<file path="config.mk">
export PLATFORM = sky130hd
export DESIGN_NAME = dma_addr_update
export DESIGN_NICKNAME = d
export VERILOG_FILES = /design/src/rtl/dma_au_pkg.sv /design/src/rtl/dma_au_chan.sv /design/src/rtl/dma_au_seq.sv /design/src/rtl/dma_addr_update.sv
export SDC_FILE = /design/constraint.sdc
export NUM_CORES = 1
export LEC_CHECK = 0
export CAP_MARGIN = 25
export CORE_UTILIZATION = 54
export DETAILED_ROUTE_END_ITERATION = 8
export PLACE_DENSITY = 0.72
export SETUP_SLACK_MARGIN = 0.4
export SYNTH_ARGS = -nofsm -noshare
export SYNTH_HDL_FRONTEND = slang
export SYNTH_SLANG_ARGS = --single-unit
export TNS_END_PERCENT = 20
</file>
<file path="constraint.sdc">
create_clock -name clk -period 6.7 [get_ports clk]
set_clock_uncertainty 0.05 [all_clocks]
set_input_delay 1.34 -clock clk [delete_from_list [all_inputs] [get_ports clk]]
set_output_delay 1.34 -clock clk [all_outputs]
set_load 0.02 [all_outputs]
</file>
<file path="src/rtl/dma_au_pkg.sv">
package dma_au_pkg;

  typedef enum logic [1:0] {
    XM_NORMAL = 2'b00,
    XM_REPEAT = 2'b01,
    XM_BLOCK  = 2'b10,
    XM_BAD    = 2'b11
  } xmode_e;

  typedef enum logic [2:0] {
    SEL_CTRL = 3'd0,
    SEL_SRC  = 3'd1,
    SEL_DST  = 3'd2,
    SEL_CNT  = 3'd3,
    SEL_BLK  = 3'd4
  } wsel_e;

  // Prohibited encodings: transfer mode 11 or unit size 11.
  function automatic logic ctrl_illegal(input logic [15:0] c);
    return (c[11:10] == 2'b11) || (c[9:8] == 2'b11);
  endfunction

endpackage

</file>
<file path="src/rtl/dma_au_chan.sv">
module dma_au_chan #(
  parameter int AW = 32
) (
  input  logic          clk,
  input  logic          rst,
  input  logic          load,
  input  logic          reload,
  input  logic          adv,
  input  logic [1:0]    pol,
  input  logic [1:0]    size,
  input  logic [AW-1:0] base,
  output logic [AW-1:0] addr
);

  localparam logic [AW-1:0] ONE = {{(AW-1){1'b0}}, 1'b1};

  logic [AW-1:0] step;
  assign step = ONE << size;

  always_ff @(posedge clk) begin
    if (rst) begin
      addr <= '0;
    end else if (load || reload) begin
      addr <= base;
    end else if (adv && pol[1]) begin
      addr <= pol[0] ? (addr - step) : (addr + step);
    end
  end

  // a fixed policy never moves the address
  p_fixed_hold_r3: assert property (@(posedge clk) disable iff (rst)
    (!load && !reload && !pol[1]) |=> $stable(addr));

  // increment uses the size-scaled step, modulo 2^AW
  p_inc_step_r5: assert property (@(posedge clk) disable iff (rst)
    (adv && pol == 2'b10 && !load && !reload && size != 2'b11)
    |=> addr == $past(addr) + (ONE << $past(size)));

  p_dec_step_r6: assert property (@(posedge clk) disable iff (rst)
    (adv && pol == 2'b11 && !load && !reload && size != 2'b11)
    |=> addr == $past(addr) - (ONE << $past(size)));

endmodule

</file>
<file path="src/rtl/dma_au_seq.sv">
module dma_au_seq
  import dma_au_pkg::*;
#(
  parameter int CW = 16
) (
  input  logic          clk,
  input  logic          rst,
  input  logic          start,
  input  logic          go,
  input  logic [1:0]    xmode,
  input  logic [CW-1:0] cnt_init,
  input  logic [CW-1:0] blk_len,
  input  logic          blk_side,
  output logic          busy,
  output logic          done,
  output logic          adv_src,
  output logic          adv_dst,
  output logic          rel_src,
  output logic          rel_dst
);

  localparam logic [CW-1:0] ONE = {{(CW-1){1'b0}}, 1'b1};

  logic [CW-1:0] cnt, ucnt;
  logic          fire, last_cnt, last_unit, empty;

  assign fire      = go && busy && !start;
  assign last_cnt  = (cnt == ONE);
  assign last_unit = (ucnt == ONE);
  assign empty     = (cnt_init == '0) || (xmode == XM_BLOCK && blk_len == '0);

  always_comb begin
    adv_src = 1'b0;
    adv_dst = 1'b0;
    rel_src = 1'b0;
    rel_dst = 1'b0;
    if (fire) begin
      unique case (xmode)
        XM_NORMAL: begin
          adv_src = 1'b1;
          adv_dst = 1'b1;
        end
        XM_REPEAT: begin
          rel_src = last_cnt;
          rel_dst = last_cnt;
          adv_src = !last_cnt;
          adv_dst = !last_cnt;
        end
        XM_BLOCK: begin
          rel_src = last_unit && !blk_side;
          rel_dst = last_unit && blk_side;
          adv_src = !(last_unit && !blk_side);
          adv_dst = !(last_unit && blk_side);
        end
        default: ;
      endcase
    end
  end

  always_ff @(posedge clk) begin
    if (rst) begin
      busy <= 1'b0;
      done <= 1'b0;
      cnt  <= '0;
      ucnt <= '0;
    end else if (start) begin
      cnt  <= cnt_init;
      ucnt <= blk_len;
      busy <= !empty;
      done <= empty;
    end else if (fire) begin
      unique case (xmode)
        XM_NORMAL: begin
          cnt <= cnt - ONE;
          if (last_cnt) begin
            busy <= 1'b0;
            done <= 1'b1;
          end
        end
        XM_REPEAT: cnt <= last_cnt ? cnt_init : (cnt - ONE);
        XM_BLOCK: begin
          if (last_unit) begin
            ucnt <= blk_len;
            cnt  <= cnt - ONE;
            if (last_cnt) begin
              busy <= 1'b0;
              done <= 1'b1;
            end
          end else begin
            ucnt <= ucnt - ONE;
          end
        end
        default: ;
      endcase
    end
  end

  // done holds until the next start
  p_done_hold_r8: assert property (@(posedge clk) disable iff (rst)
    (done && !start) |=> done);

  p_busy_done_excl_r8: assert property (@(posedge clk) disable iff (rst)
    busy |-> !done);

  // a side is never both restored and stepped
  p_side_excl_r10: assert property (@(posedge clk) disable iff (rst)
    $onehot0({adv_src, rel_src}) && $onehot0({adv_dst, rel_dst}));

  // repeat mode never finishes
  p_repeat_no_done_r9: assert property (@(posedge clk) disable iff (rst)
    (busy && !start && xmode == XM_REPEAT) |=> !done);

endmodule

</file>
<file path="src/rtl/dma_addr_update.sv">
module dma_addr_update
  import dma_au_pkg::*;
#(
  parameter int AW = 32,
  parameter int CW = 16
) (
  input  logic          clk,
  input  logic          rst,
  input  logic          wr_en,
  input  logic [2:0]    wr_sel,
  input  logic [AW-1:0] wr_data,
  input  logic          start,
  input  logic          xfer_done,
  output logic [AW-1:0] src_addr,
  output logic [AW-1:0] dst_addr,
  output logic [1:0]    size_code,
  output logic          cfg_err,
  output logic          done
);

  logic [15:0]   ctrl_q;
  logic [AW-1:0] base_src, base_dst;
  logic [CW-1:0] cnt_init, blk_len;
  logic          blk_side;
  logic          busy, adv_src, adv_dst, rel_src, rel_dst;

  always_ff @(posedge clk) begin
    if (rst) begin
      ctrl_q   <= '0;
      cfg_err  <= 1'b0;
      base_src <= '0;
      base_dst <= '0;
      cnt_init <= '0;
      blk_len  <= '0;
      blk_side <= 1'b0;
    end else if (wr_en) begin
      unique case (wr_sel)
        SEL_CTRL: begin
          ctrl_q  <= {wr_data[15:8], 8'h00};
          cfg_err <= ctrl_illegal(wr_data[15:0]);
        end
        SEL_SRC: base_src <= wr_data;
        SEL_DST: base_dst <= wr_data;
        SEL_CNT: cnt_init <= wr_data[CW-1:0];
        SEL_BLK: begin
          blk_len  <= wr_data[CW-1:0];
          blk_side <= wr_data[CW];
        end
        default: ;
      endcase
    end
  end

  assign size_code = ctrl_q[9:8];

  dma_au_seq #(.CW(CW)) u_seq (
    .clk      (clk),
    .rst      (rst),
    .start    (start),
    .go       (xfer_done && !cfg_err),
    .xmode    (ctrl_q[11:10]),
    .cnt_init (cnt_init),
    .blk_len  (blk_len),
    .blk_side (blk_side),
    .busy     (busy),
    .done     (done),
    .adv_src  (adv_src),
    .adv_dst  (adv_dst),
    .rel_src  (rel_src),
    .rel_dst  (rel_dst)
  );

  dma_au_chan #(.AW(AW)) u_src (
    .clk    (clk),
    .rst    (rst),
    .load   (start),
    .reload (rel_src),
    .adv    (adv_src),
    .pol    (ctrl_q[15:14]),
    .size   (ctrl_q[9:8]),
    .base   (base_src),
    .addr   (src_addr)
  );

  dma_au_chan #(.AW(AW)) u_dst (
    .clk    (clk),
    .rst    (rst),
    .load   (start),
    .reload (rel_dst),
    .adv    (adv_dst),
    .pol    (ctrl_q[13:12]),
    .size   (ctrl_q[9:8]),
    .base   (base_dst),
    .addr   (dst_addr)
  );

  // an illegal control word raises the error flag
  p_bad_ctrl_r7: assert property (@(posedge clk) disable iff (rst)
    (wr_en && wr_sel == SEL_CTRL && ctrl_illegal(wr_data[15:0])) |=> cfg_err);

  // addresses frozen while the error flag is up
  p_err_freeze_r7: assert property (@(posedge clk) disable iff (rst)
    (cfg_err && !start) |=> ($stable(src_addr) && $stable(dst_addr)));

  // idle strobes move nothing
  p_idle_hold_r12: assert property (@(posedge clk) disable iff (rst)
    (!busy && !start) |=> ($stable(src_addr) && $stable(dst_addr)));

endmodule

</file>
# Word-level counts from Yosys, hierarchy flattened

Cells that the tools add are included.

Add/sub/neg operators: 6
Eq/ne operators: 11
Shift-type cells: 1
Multiplexer cells: 33
Reduce and logical (&&, ||, !) cells: 37

Operators by type and width:

| cell                    | number |
|---|---|
| $mux W32                | 6 |
| $mux W16                | 8 |
| $add A32 B32 Y32        | 2 |
| $sub A32 B32 Y32        | 2 |
| $pmux W16 S3            | 1 |
| $eq A16 B1 Y1 const B   | 2 |
| $logic_not A16 Y1       | 2 |
| $shl A1 B2 Y32 const A  | 1 |
| $sub A16 B1 Y16 const B | 2 |
| $mux W1                 | 12 |
| $reduce_and A2 Y1       | 6 |
| $logic_and A1 B1 Y1     | 8 |
| $pmux W1 S2             | 4 |
| $reduce_bool A2 Y1      | 4 |
| $logic_not A1 Y1        | 7 |
| $eq A2 B2 Y1 const B    | 3 |
| $eq A3 B2 Y1 const B    | 2 |
| $pmux W1 S3             | 2 |
| $reduce_and A3 Y1       | 2 |
| $logic_or A1 B1 Y1      | 4 |
| $reduce_bool A4 Y1      | 1 |
| $eq A3 B1 Y1 const B    | 1 |
| $eq A3 B3 Y1 const B    | 1 |
| $logic_not A3 Y1        | 1 |
| 4 further kinds         | 4 |

Register bits: 204
Output and inout port bits: 68
Word-level logic and storage cells: 101

# Logic depth before layout (Yosys ltp)

Gate-level depths: netlist of the first run.

Depth after elaboration: 8
Mapped depth: 12
Gate-level depth less buffers: 11

# By module

From an unflattened synthesis of the first run, not the netlist that was laid out.

Cells, all modules: 1637
Area, all modules: 12545.8 sq um

By module, submodules not included:

| module               | instances | cells an instance | area each (sq um) | seq. area each (sq um) |
|---|---|---|---|---|
| dma_addr_update      | 1         | 477               | 3773.6            | 2122.0 |
| dma_au_chan at u_dst | 1         | 421               | 3218.1            | 640.6 |
| dma_au_chan at u_src | 1         | 410               | 3065.4            | 640.6 |
| dma_au_seq           | 1         | 329               | 2488.6            | 680.7 |

# Worst setup path before layout of the first run

Ideal clock, no wire load.

Kind: reg-to-reg
Start: reg ctrl_q[9]
End: reg u_src.addr[28]
Data arrival time: 2.971 ns
Data required time: 6.530 ns
Path slack: 3.559 ns
Stages on the path, launching flop included: 12
Path buffers: 1
Path through: dfxtp_1 clkbuf_1 or3_1 fa_1 a21o_1 a221oi_2 o21ai_1 a211oi_2 o21ai_1 o41ai_2 mux2i_1 a21oi_1

Cells in the longest elaborated chain, start to end: 5
Elaborated cells on any way between the ends: 6

Ends and longest elaborated chain:

| what                                                 | RTL line              | source |
|---|---|---|
| start, declared                                      | dma_addr_update.sv:21 | `logic [15:0] ctrl_q;` |
| start signal, assigned                               | dma_addr_update.sv:39 | `ctrl_q <= {wr_data[15:8], 8'h00};` |
| $shl A1 B2 Y32 *                                     | dma_au_chan.sv:18     | `assign step = ONE << size;` |
| $add A32 B32 Y32 or $sub A32 B32 Y32 (tied branches) | dma_au_chan.sv:26     | `addr <= pol[0] ? (addr - step) : (addr + step);` |
| $mux W32 *                                           | dma_au_chan.sv:26     |  |
| $mux W32 *                                           | dma_au_chan.sv:25     | `end else if (adv && pol[1]) begin` |
| $mux W32 *                                           | dma_au_chan.sv:23     | `end else if (load \|\| reload) begin` |
| end signal, assigned                                 | dma_au_chan.sv:24     | `addr <= base;` |
| end signal, assigned                                 | dma_au_chan.sv:26     |  |
| end, declared                                        | dma_au_chan.sv:12     | `output logic [AW-1:0] addr` |

Mark *: on every way between the ends. The rest lies on a longest branch, timed or not. The select of a mux whose other input is x is not followed.
A chain may end at the register's enable or synchronous reset.

# Final worst setup path of the first run

Start: reg ctrl_q[8]
End: reg u_dst.addr[30]

Cells in the longest elaborated chain, start to end: 5
Elaborated cells on any way between the ends: 6

Ends and longest elaborated chain:

| what                                                 | RTL line |
|---|---|
| $shl A1 B2 Y32 *                                     | dma_au_chan.sv:18 |
| $add A32 B32 Y32 or $sub A32 B32 Y32 (tied branches) | dma_au_chan.sv:26 |
| $mux W32 *                                           | dma_au_chan.sv:26 |
| $mux W32 *                                           | dma_au_chan.sv:25 |
| $mux W32 *                                           | dma_au_chan.sv:23 |
| end signal, assigned                                 | dma_au_chan.sv:24 |
| end signal, assigned                                 | dma_au_chan.sv:26 |
| end, declared                                        | dma_au_chan.sv:12 |

Marks and branches as above.

==> summary.md, run 1 <==
| Metric | Value |
|---|---|
| Setup_tns | `0 ps` |
| Endpoints failing hold | `0` |
| Rows | `54` |
| WP data arrival | `4130 ps` |
| Mapped cell area | `12340 sq um` |
| Die span in x | `153.2 um` |
| Longest Clk Path Bufs | `3` |
| Avg Cell Area, Syn | `7.335 sq um` |
| Vias in the first global route | `11270` |
| Setup Viol. Count Final | `0` |
| DP HPWL | `25640 um` |
| CTS root buf | `clkbuf_16` |
| YS warnings | `0` |
| Async S/R FF share, synth | `0` |
| Fmax | `265.5 MHz` |
| Post-synthesis cell type count | `84` |
| Crit-path max cell delay | `600 ps` |
| Total chip power | `3.005 mW` |
| Lkg Pwr | `5.330 nW` |
| Register area share after synthesis | `0.3308` |
| Status | `complete, no violations` |
| Ant diodes | `0` |
| Tightest Hold Check Type | `reg2reg` |
| Critical Path RT | `7060 ps` |
| Layout area overhead | `15.37%` |
| Worst Path Buf+Inv | `1` |
| Vias per inst | `6.217` |
| CTS tree | `yes` |
| First-pass iteration count of the detailed router | `5` |
| Setup crit end kind | `flop` |
| Post-DR wirelength/cell | `18.13 um` |
| Post-synth EDFFs | `0` |
| CP startpoint kind | `flop` |
| Yosys reg bits | `204` |
| Register Area | `4084 sq um` |
| First-pass GRT wire length | `57990 um` |
| Number of max-cap violations | `0` |
| Total track usage | `0.3025` |
| Primary FF master, synth | `dfxtp_1` |
| Core ar. | `22090 sq um` |
| Htree depth | `1` |
| Number of post-CTS setup repair buffers | `0` |
| Commonest non-fill, non-tap cell in the layout | `nand2_1` |
| IO Count | `108` |
| Max Slew Vio Count | `0` |
| CP Class | `reg2reg` |
| Drt total wl | `36520 um` |
| Die ar. | `23470 sq um` |
| Net Count, Synth | `1793` |
| Clock buffer count from CTS | `23` |
| Drt drc | `0` |
| RSZ-0062 raised after global routing | `no` |
| Worst skew pair latency | `500 ps` |
| Chip height | `153.2 um` |
| CTS sink cnt | `204` |
| Slowest library cell on the worst path | `dfxtp_1` |
| Slew @ Worst Pin | `1105 ps` |
| Post-Place Cells | `1973` |
| Fin crit share | `0.5621` |
| Fin nets | `1831` |
| CP Max Fanout | `12` |
| IO buf count | `107` |
| Final instance area | `14240 sq um` |
| Cells after Synth | `1683` |
| Rel. slew slack | `0.2612` |
| Gpl congestion | `0.8966` |
| Starting Density | `0.5587` |
| Fill cells | `2046` |
| Cts repair resizes | `0` |
| DR iter-0 viols | `905` |
| Initial antenna violation count | `1` |
| Hold slack | `398.1 ps` |
| Most frequent cells in the layout | `nand2_1, a21oi_1, dfxtp_1` |
| # hold bufs at CTS | `0` |
| Post-route minimum period | `3766 ps` |
| ANT nets after route | `0` |
| Power Density | `211.0 nW/um^2` |
| Ratio of cells with drive above 1 in the final layout | `0.04556` |
| VDD IR max | `0.1722 mV` |
| Area of the multi-input gates | `7699 sq um` |
| Placement Cell Area | `13450 sq um` |
| Largest net degree at the start of global routing | `96` |
| Clock-pin slew on the worst setup and hold paths | `60 ps` |
| Final non-filler cell total | `2014` |
| Vias post-DR | `12520` |
| Crit path max-delay family | `compound AO/OA/AOI/OAI gates` |
| Total gr overflow | `0` |
| Crit path cell chain | `inv_1, a21o_1, fa_1, a211oi_1, o21bai_1, o211ai_2, o211ai_1, a311oi_1, o32ai_1, mux2i_1, nor3b_1` |
[layer usage]
metal | vias to the layer above | track usage | share of wire
met1 | 5886 | 0.4087 | 0.44
met2 | 458 | 0.5066 | 0.47
met4 | 2 | 0.08514 | 0.024
li1 | 6096 | - | -
met3 | 79 | 0.03629 | 0.070
met5 | - | 0 | 0.00036
[cells by family after synthesis]
kind of cell    count (synthesis)  synth area share
mux                             8          0.006588
fa+ha+maj                      70           0.07217
buf+inv                       150           0.04855
flops                         204            0.3308
compound gates                572            0.2818
simple gates                  633            0.2274
xor+xnor                       46           0.03264
[power by group]
group | internal, mW | switching [mW] | total, mW
combinational | 0.169 | 0.266 | 0.435
sequential | 1.26 | 0.0495 | 1.31
clock | 0.767 | 0.493 | 1.26
total | 2.20 | 0.809 | 3.00
[cell usage after synthesis (4+ instances only)]
cell type	count	share of area
a31oi_1	29	0.015
a21o_1	23	0.014
o21bai_1	16	0.0097
o22ai_1	5	0.0025
nand4_1	11	0.0056
nor2_1	102	0.031
nor3b_1	4	0.0024
nor3_1	41	0.017
o21ai_0	100	0.041
nand2b_1	7	0.0035
mux2i_1	7	0.0057
a21oi_1	253	0.10
ha_1	68	0.069
nor2b_1	5	0.0025
dfxtp_1	204	0.33
xor2_1	18	0.013
a22oi_1	15	0.0091
inv_1	41	0.012
xnor2_1	28	0.020
nand2_1	349	0.11
and3_1	17	0.0086
buf_2	16	0.0065
o21a_1	13	0.0079
or3_1	6	0.0030
a311oi_1	11	0.0078
and2_1	10	0.0051
nand3_1	38	0.015
nor4_1	17	0.0086
a31o_2	4	0.0028
o31ai_1	10	0.0061
and4_1	4	0.0028
o21ai_1	11	0.0045
a211oi_1	21	0.013
o211ai_1	17	0.010
clkbuf_1	89	0.027
[final timing paths]
kind / start / end / slack (ps) / depth (start not counted)
setup / recovery: ctrl_q[8] / u_dst.addr[30] / 2930 / 11
hold / removal: base_src[2] / u_src.addr[2] / 400 / 2
setup reg to reg: ctrl_q[8] / u_dst.addr[30] / 2930 / 11
hold reg to reg: base_src[2] / u_src.addr[2] / 400 / 2
[through the flow]
stage | worst slack (ps) | util
after detailed placement | 2519 | 0.6086
after global routing | 2684 | 0.6446
after floorplan | 3559 | -
final | 2934 | 0.6446
after global placement | 2590 | 0.6086
after CTS | 2979 | 0.6424
[flip-flops by register name, summed over array words and instances (netlist names)]
signal,cells
blk_side,1
ctrl_q,8
u_dst.addr,32
u_seq.ucnt,16
cfg_err,1
u_seq.busy,1
u_seq.cnt,16
u_seq.done,1
blk_len,16
cnt_init,16
base_dst,32
base_src,32
u_src.addr,32
[worst reg2reg max path, stage by stage, from the launching register on]
cell,delay [ps]
dfxtp_1,600
inv_1,180
a21o_1,230
fa_1,450
a211oi_1,300
o21bai_1,170
o211ai_2,280
o211ai_1,270
a311oi_1,590
o32ai_1,210
mux2i_1,150
nor3b_1,180
[layout make-up]
type	count	share of cell area
Tap cell	280	0.02460
Multi-Input combinational cell	1329	0.5406
Timing Repair Buffer	122	0.08470
Clock inverter	8	0.008874
Sequential cell	204	0.2868
Clock buffer	30	0.04367
Inverter	41	0.01081
Note: power is estimated with default switching activity, not from simulation.
==> run 2: changes to the inputs <==
--- a/config.mk
+++ b/config.mk
@@ -6,9 +6,9 @@
 export NUM_CORES = 1
 export LEC_CHECK = 0
 export CAP_MARGIN = 25
-export CORE_UTILIZATION = 54
+export CORE_UTILIZATION = 53
 export DETAILED_ROUTE_END_ITERATION = 8
-export PLACE_DENSITY = 0.72
+export PLACE_DENSITY = 0.74
 export SETUP_SLACK_MARGIN = 0.4
 export SYNTH_ARGS = -nofsm -noshare
 export SYNTH_HDL_FRONTEND = slang
==> constraint.sdc (replaced) <==
create_clock -name clk -period 3.1 [get_ports clk]
set_clock_uncertainty 0.05 [all_clocks]
set_input_delay 0.62 -clock clk [delete_from_list [all_inputs] [get_ports clk]]
set_output_delay 0.62 -clock clk [all_outputs]
set_load 0.02 [all_outputs]
==> summary.md, run 2 (synthesis gave the netlist of run 1 again) <==
| Metric | Value |
|---|---|
| Status | `complete, no violations` |
| # hold bufs at CTS | `0 (unchanged)` |
| Clock-pin slew on the worst setup and hold paths | `60 ps (about the same)` |
| Fin nets | `1905 (+4.0%)` |
| Core Util, Final | `0.6806 (+0.03597)` |
| CTS sink cnt | `204 (unchanged)` |
| Endpoints failing hold | `0 (unchanged)` |
| Setup crit end kind | `flop` |
| Power Density | `455.4 nW/um^2 (+120%)` |
| Core ar. | `22710 sq um (+2.8%)` |
| Fill cells | `1913 (-6.5%)` |
| First-pass iteration count of the detailed router | `6 (+1)` |
| Hold slack | `401.0 ps (+2.876 ps)` |
| Slowest library cell on the worst path | `or3_4` |
| RSZ-0062 raised after global routing | `yes` |
| Initial antenna violation count | `2 (+1)` |
| CP startpoint kind | `flop` |
| Layout area overhead | `25.20%` |
| Rel. slew slack | `0.4464 (+0.1852)` |
| Vias in the first global route | `11930 (+5.9%)` |
| Clock buffer count from CTS | `24 (+4.3%)` |
| Fin crit share | `0.9467 (+0.3846)` |
| First-pass GRT wire length | `61760 um (+6.5%)` |
| DR iter-0 viols | `920 (+1.7%)` |
| CP Max Fanout | `4 (-8)` |
| Gpl congestion | `0.9368 (+4.5%)` |
| Worst Path Buf+Inv | `1 (unchanged)` |
| Total track usage | `0.3227 (+0.02025)` |
| IO buf count | `107 (unchanged)` |
| Most frequent cells in the layout | `nand2_1, a21oi_1, dfxtp_1` |
| Max Slew Vio Count | `0 (unchanged)` |
| Post-Place Cells | `2031 (+2.9%)` |
| Lkg Pwr | `5.793 nW (+8.7%)` |
| Critical Path RT | `3520 ps (-3540 ps)` |
| Post-route minimum period | `2935 ps (-831.4 ps)` |
| Crit-path max cell delay | `390 ps (-210 ps)` |
| Post-DR wirelength/cell | `18.86 um (+4.0%)` |
| Fmax | `340.7 MHz (+28%)` |
| IO Count | `108 (unchanged)` |
| Longest Clk Path Bufs | `3 (unchanged)` |
| WP data arrival | `3350 ps (-780 ps)` |
| Area of the multi-input gates | `8129 sq um (+5.6%)` |
| Ratio of cells with drive above 1 in the final layout | `0.1209 (+0.07537)` |
| Drt drc | `0 (unchanged)` |
| Vias per inst | `6.120 (-1.6%)` |
| Commonest non-fill, non-tap cell in the layout | `nand2_1` |
| Tightest Hold Check Type | `reg2reg` |
| Final non-filler cell total | `2098 (+4.2%)` |
| CTS tree | `yes` |
| Drt total wl | `39570 um (+8.3%)` |
| Largest net degree at the start of global routing | `169 (+76%)` |
| ANT nets after route | `0 (unchanged)` |
| Chip height | `154.6 um (+0.93%)` |
| VDD IR max | `0.4856 mV (+180%)` |
| Worst skew pair latency | `550 ps (+50 ps)` |
| Total gr overflow | `0 (unchanged)` |
| Number of max-cap violations | `0 (unchanged)` |
| Register Area | `4094 sq um (+0.25%)` |
| Slew @ Worst Pin | `830.5 ps (-275.0 ps)` |
| Crit path max-delay family | `compound AO/OA/AOI/OAI gates` |
| Die ar. | `23910 sq um (+1.9%)` |
| CTS root buf | `clkbuf_16` |
| Setup Viol. Count Final | `0 (unchanged)` |
| DP HPWL | `27070 um (+5.5%)` |
| Rows | `55 (+1.9%)` |
| CP Class | `reg2reg` |
| Setup_tns | `0 ps (unchanged)` |
| Crit path cell chain | `or3_4, fa_2, a21o_1, a221oi_2, o21ai_2, a211oi_2, buf_4, o21a_1, nor3_2, a311o_1, a31oi_1` |
| Htree depth | `1 (unchanged)` |
| Die span in x | `154.6 um (+0.93%)` |
| Starting Density | `0.5436 (-0.01515)` |
| Vias post-DR | `12840 (+2.5%)` |
-- run 2: cell types whose count changed in the layout (fill, tap and decap cells not counted), moves of 4 or more --
cell / change
ha_4: +11
a211oi_1: -4
a21oi_1: -9
buf_12: +7
ha_2: +4
a21oi_2: +7
o21ai_0: -9
o21ai_2: +5
dfxtp_1: -4
ha_1: -15
buf_4: +65
o21ai_1: +4
-- run 2: per-stage QoR --
| step | instance area, sq um | worst slack, ps | power, mW |
|---|---|---|---|
| global route | 15450 | 83.75 | 7.284 |
| global placement | 14000 | 154.9 | 3.850 |
| finish | 15450 | 165.1 | 7.038 |
| floorplan | 12450 | 151.7 | 3.488 |
| CTS | 15210 | 131.8 | 7.028 |
| detailed placement | 14000 | 73.38 | 3.869 |
-- run 2: worst min-delay path, delay by kind of cell, from the launching register on --
family / cells / cell delay [ps]
compound gates: 1 / 50
simple gates: 1 / 50
flops: 1 / 300
-- run 2: final timing paths --
kind               start              to  slack [ps]  cells past startpoint
max            ctrl_q[8]  u_src.addr[30]         170                     11
max reg2reg    ctrl_q[8]  u_src.addr[30]         170                     11
min          base_dst[8]     base_dst[8]         400                      2
min reg2reg  base_dst[8]     base_dst[8]         400                      2
-- run 2: final cells by class --
type	instances	share of cell area
multi-input combinational	1329	0.5260
clock buffer	31	0.04380
sequential	204	0.2649
clock inverter	11	0.01368
antenna	2	0.0003238
timing repair buffer	195	0.1183
inverter	41	0.009958
tap	285	0.02307
-- run 2: power breakdown --
| part | internal, mW | switching (mW) | leakage [nW] |
|---|---|---|---|
| Combinational | 0.430 | 0.615 | 3.70 |
| Clock | 1.96 | 1.20 | 0.433 |
| Sequential | 2.72 | 0.107 | 1.66 |
-- run 2: what timing repair did --
action,4_1_cts,5_1_grt
resized for setup,41,41
setup buffers,19,4
cloned,0,0
pin swaps,24,25
endpoints found under the setup margin,35,67
-- run 2: metal layers --
metal | track usage | share of wire | vias to the layer above
li1 | - | - | 6248
met1 | 0.4211 | 0.42 | 5984
met2 | 0.5363 | 0.46 | 509
met3 | 0.04091 | 0.079 | 99
met4 | 0.1377 | 0.041 | 0
met5 | 0 | 0 | -
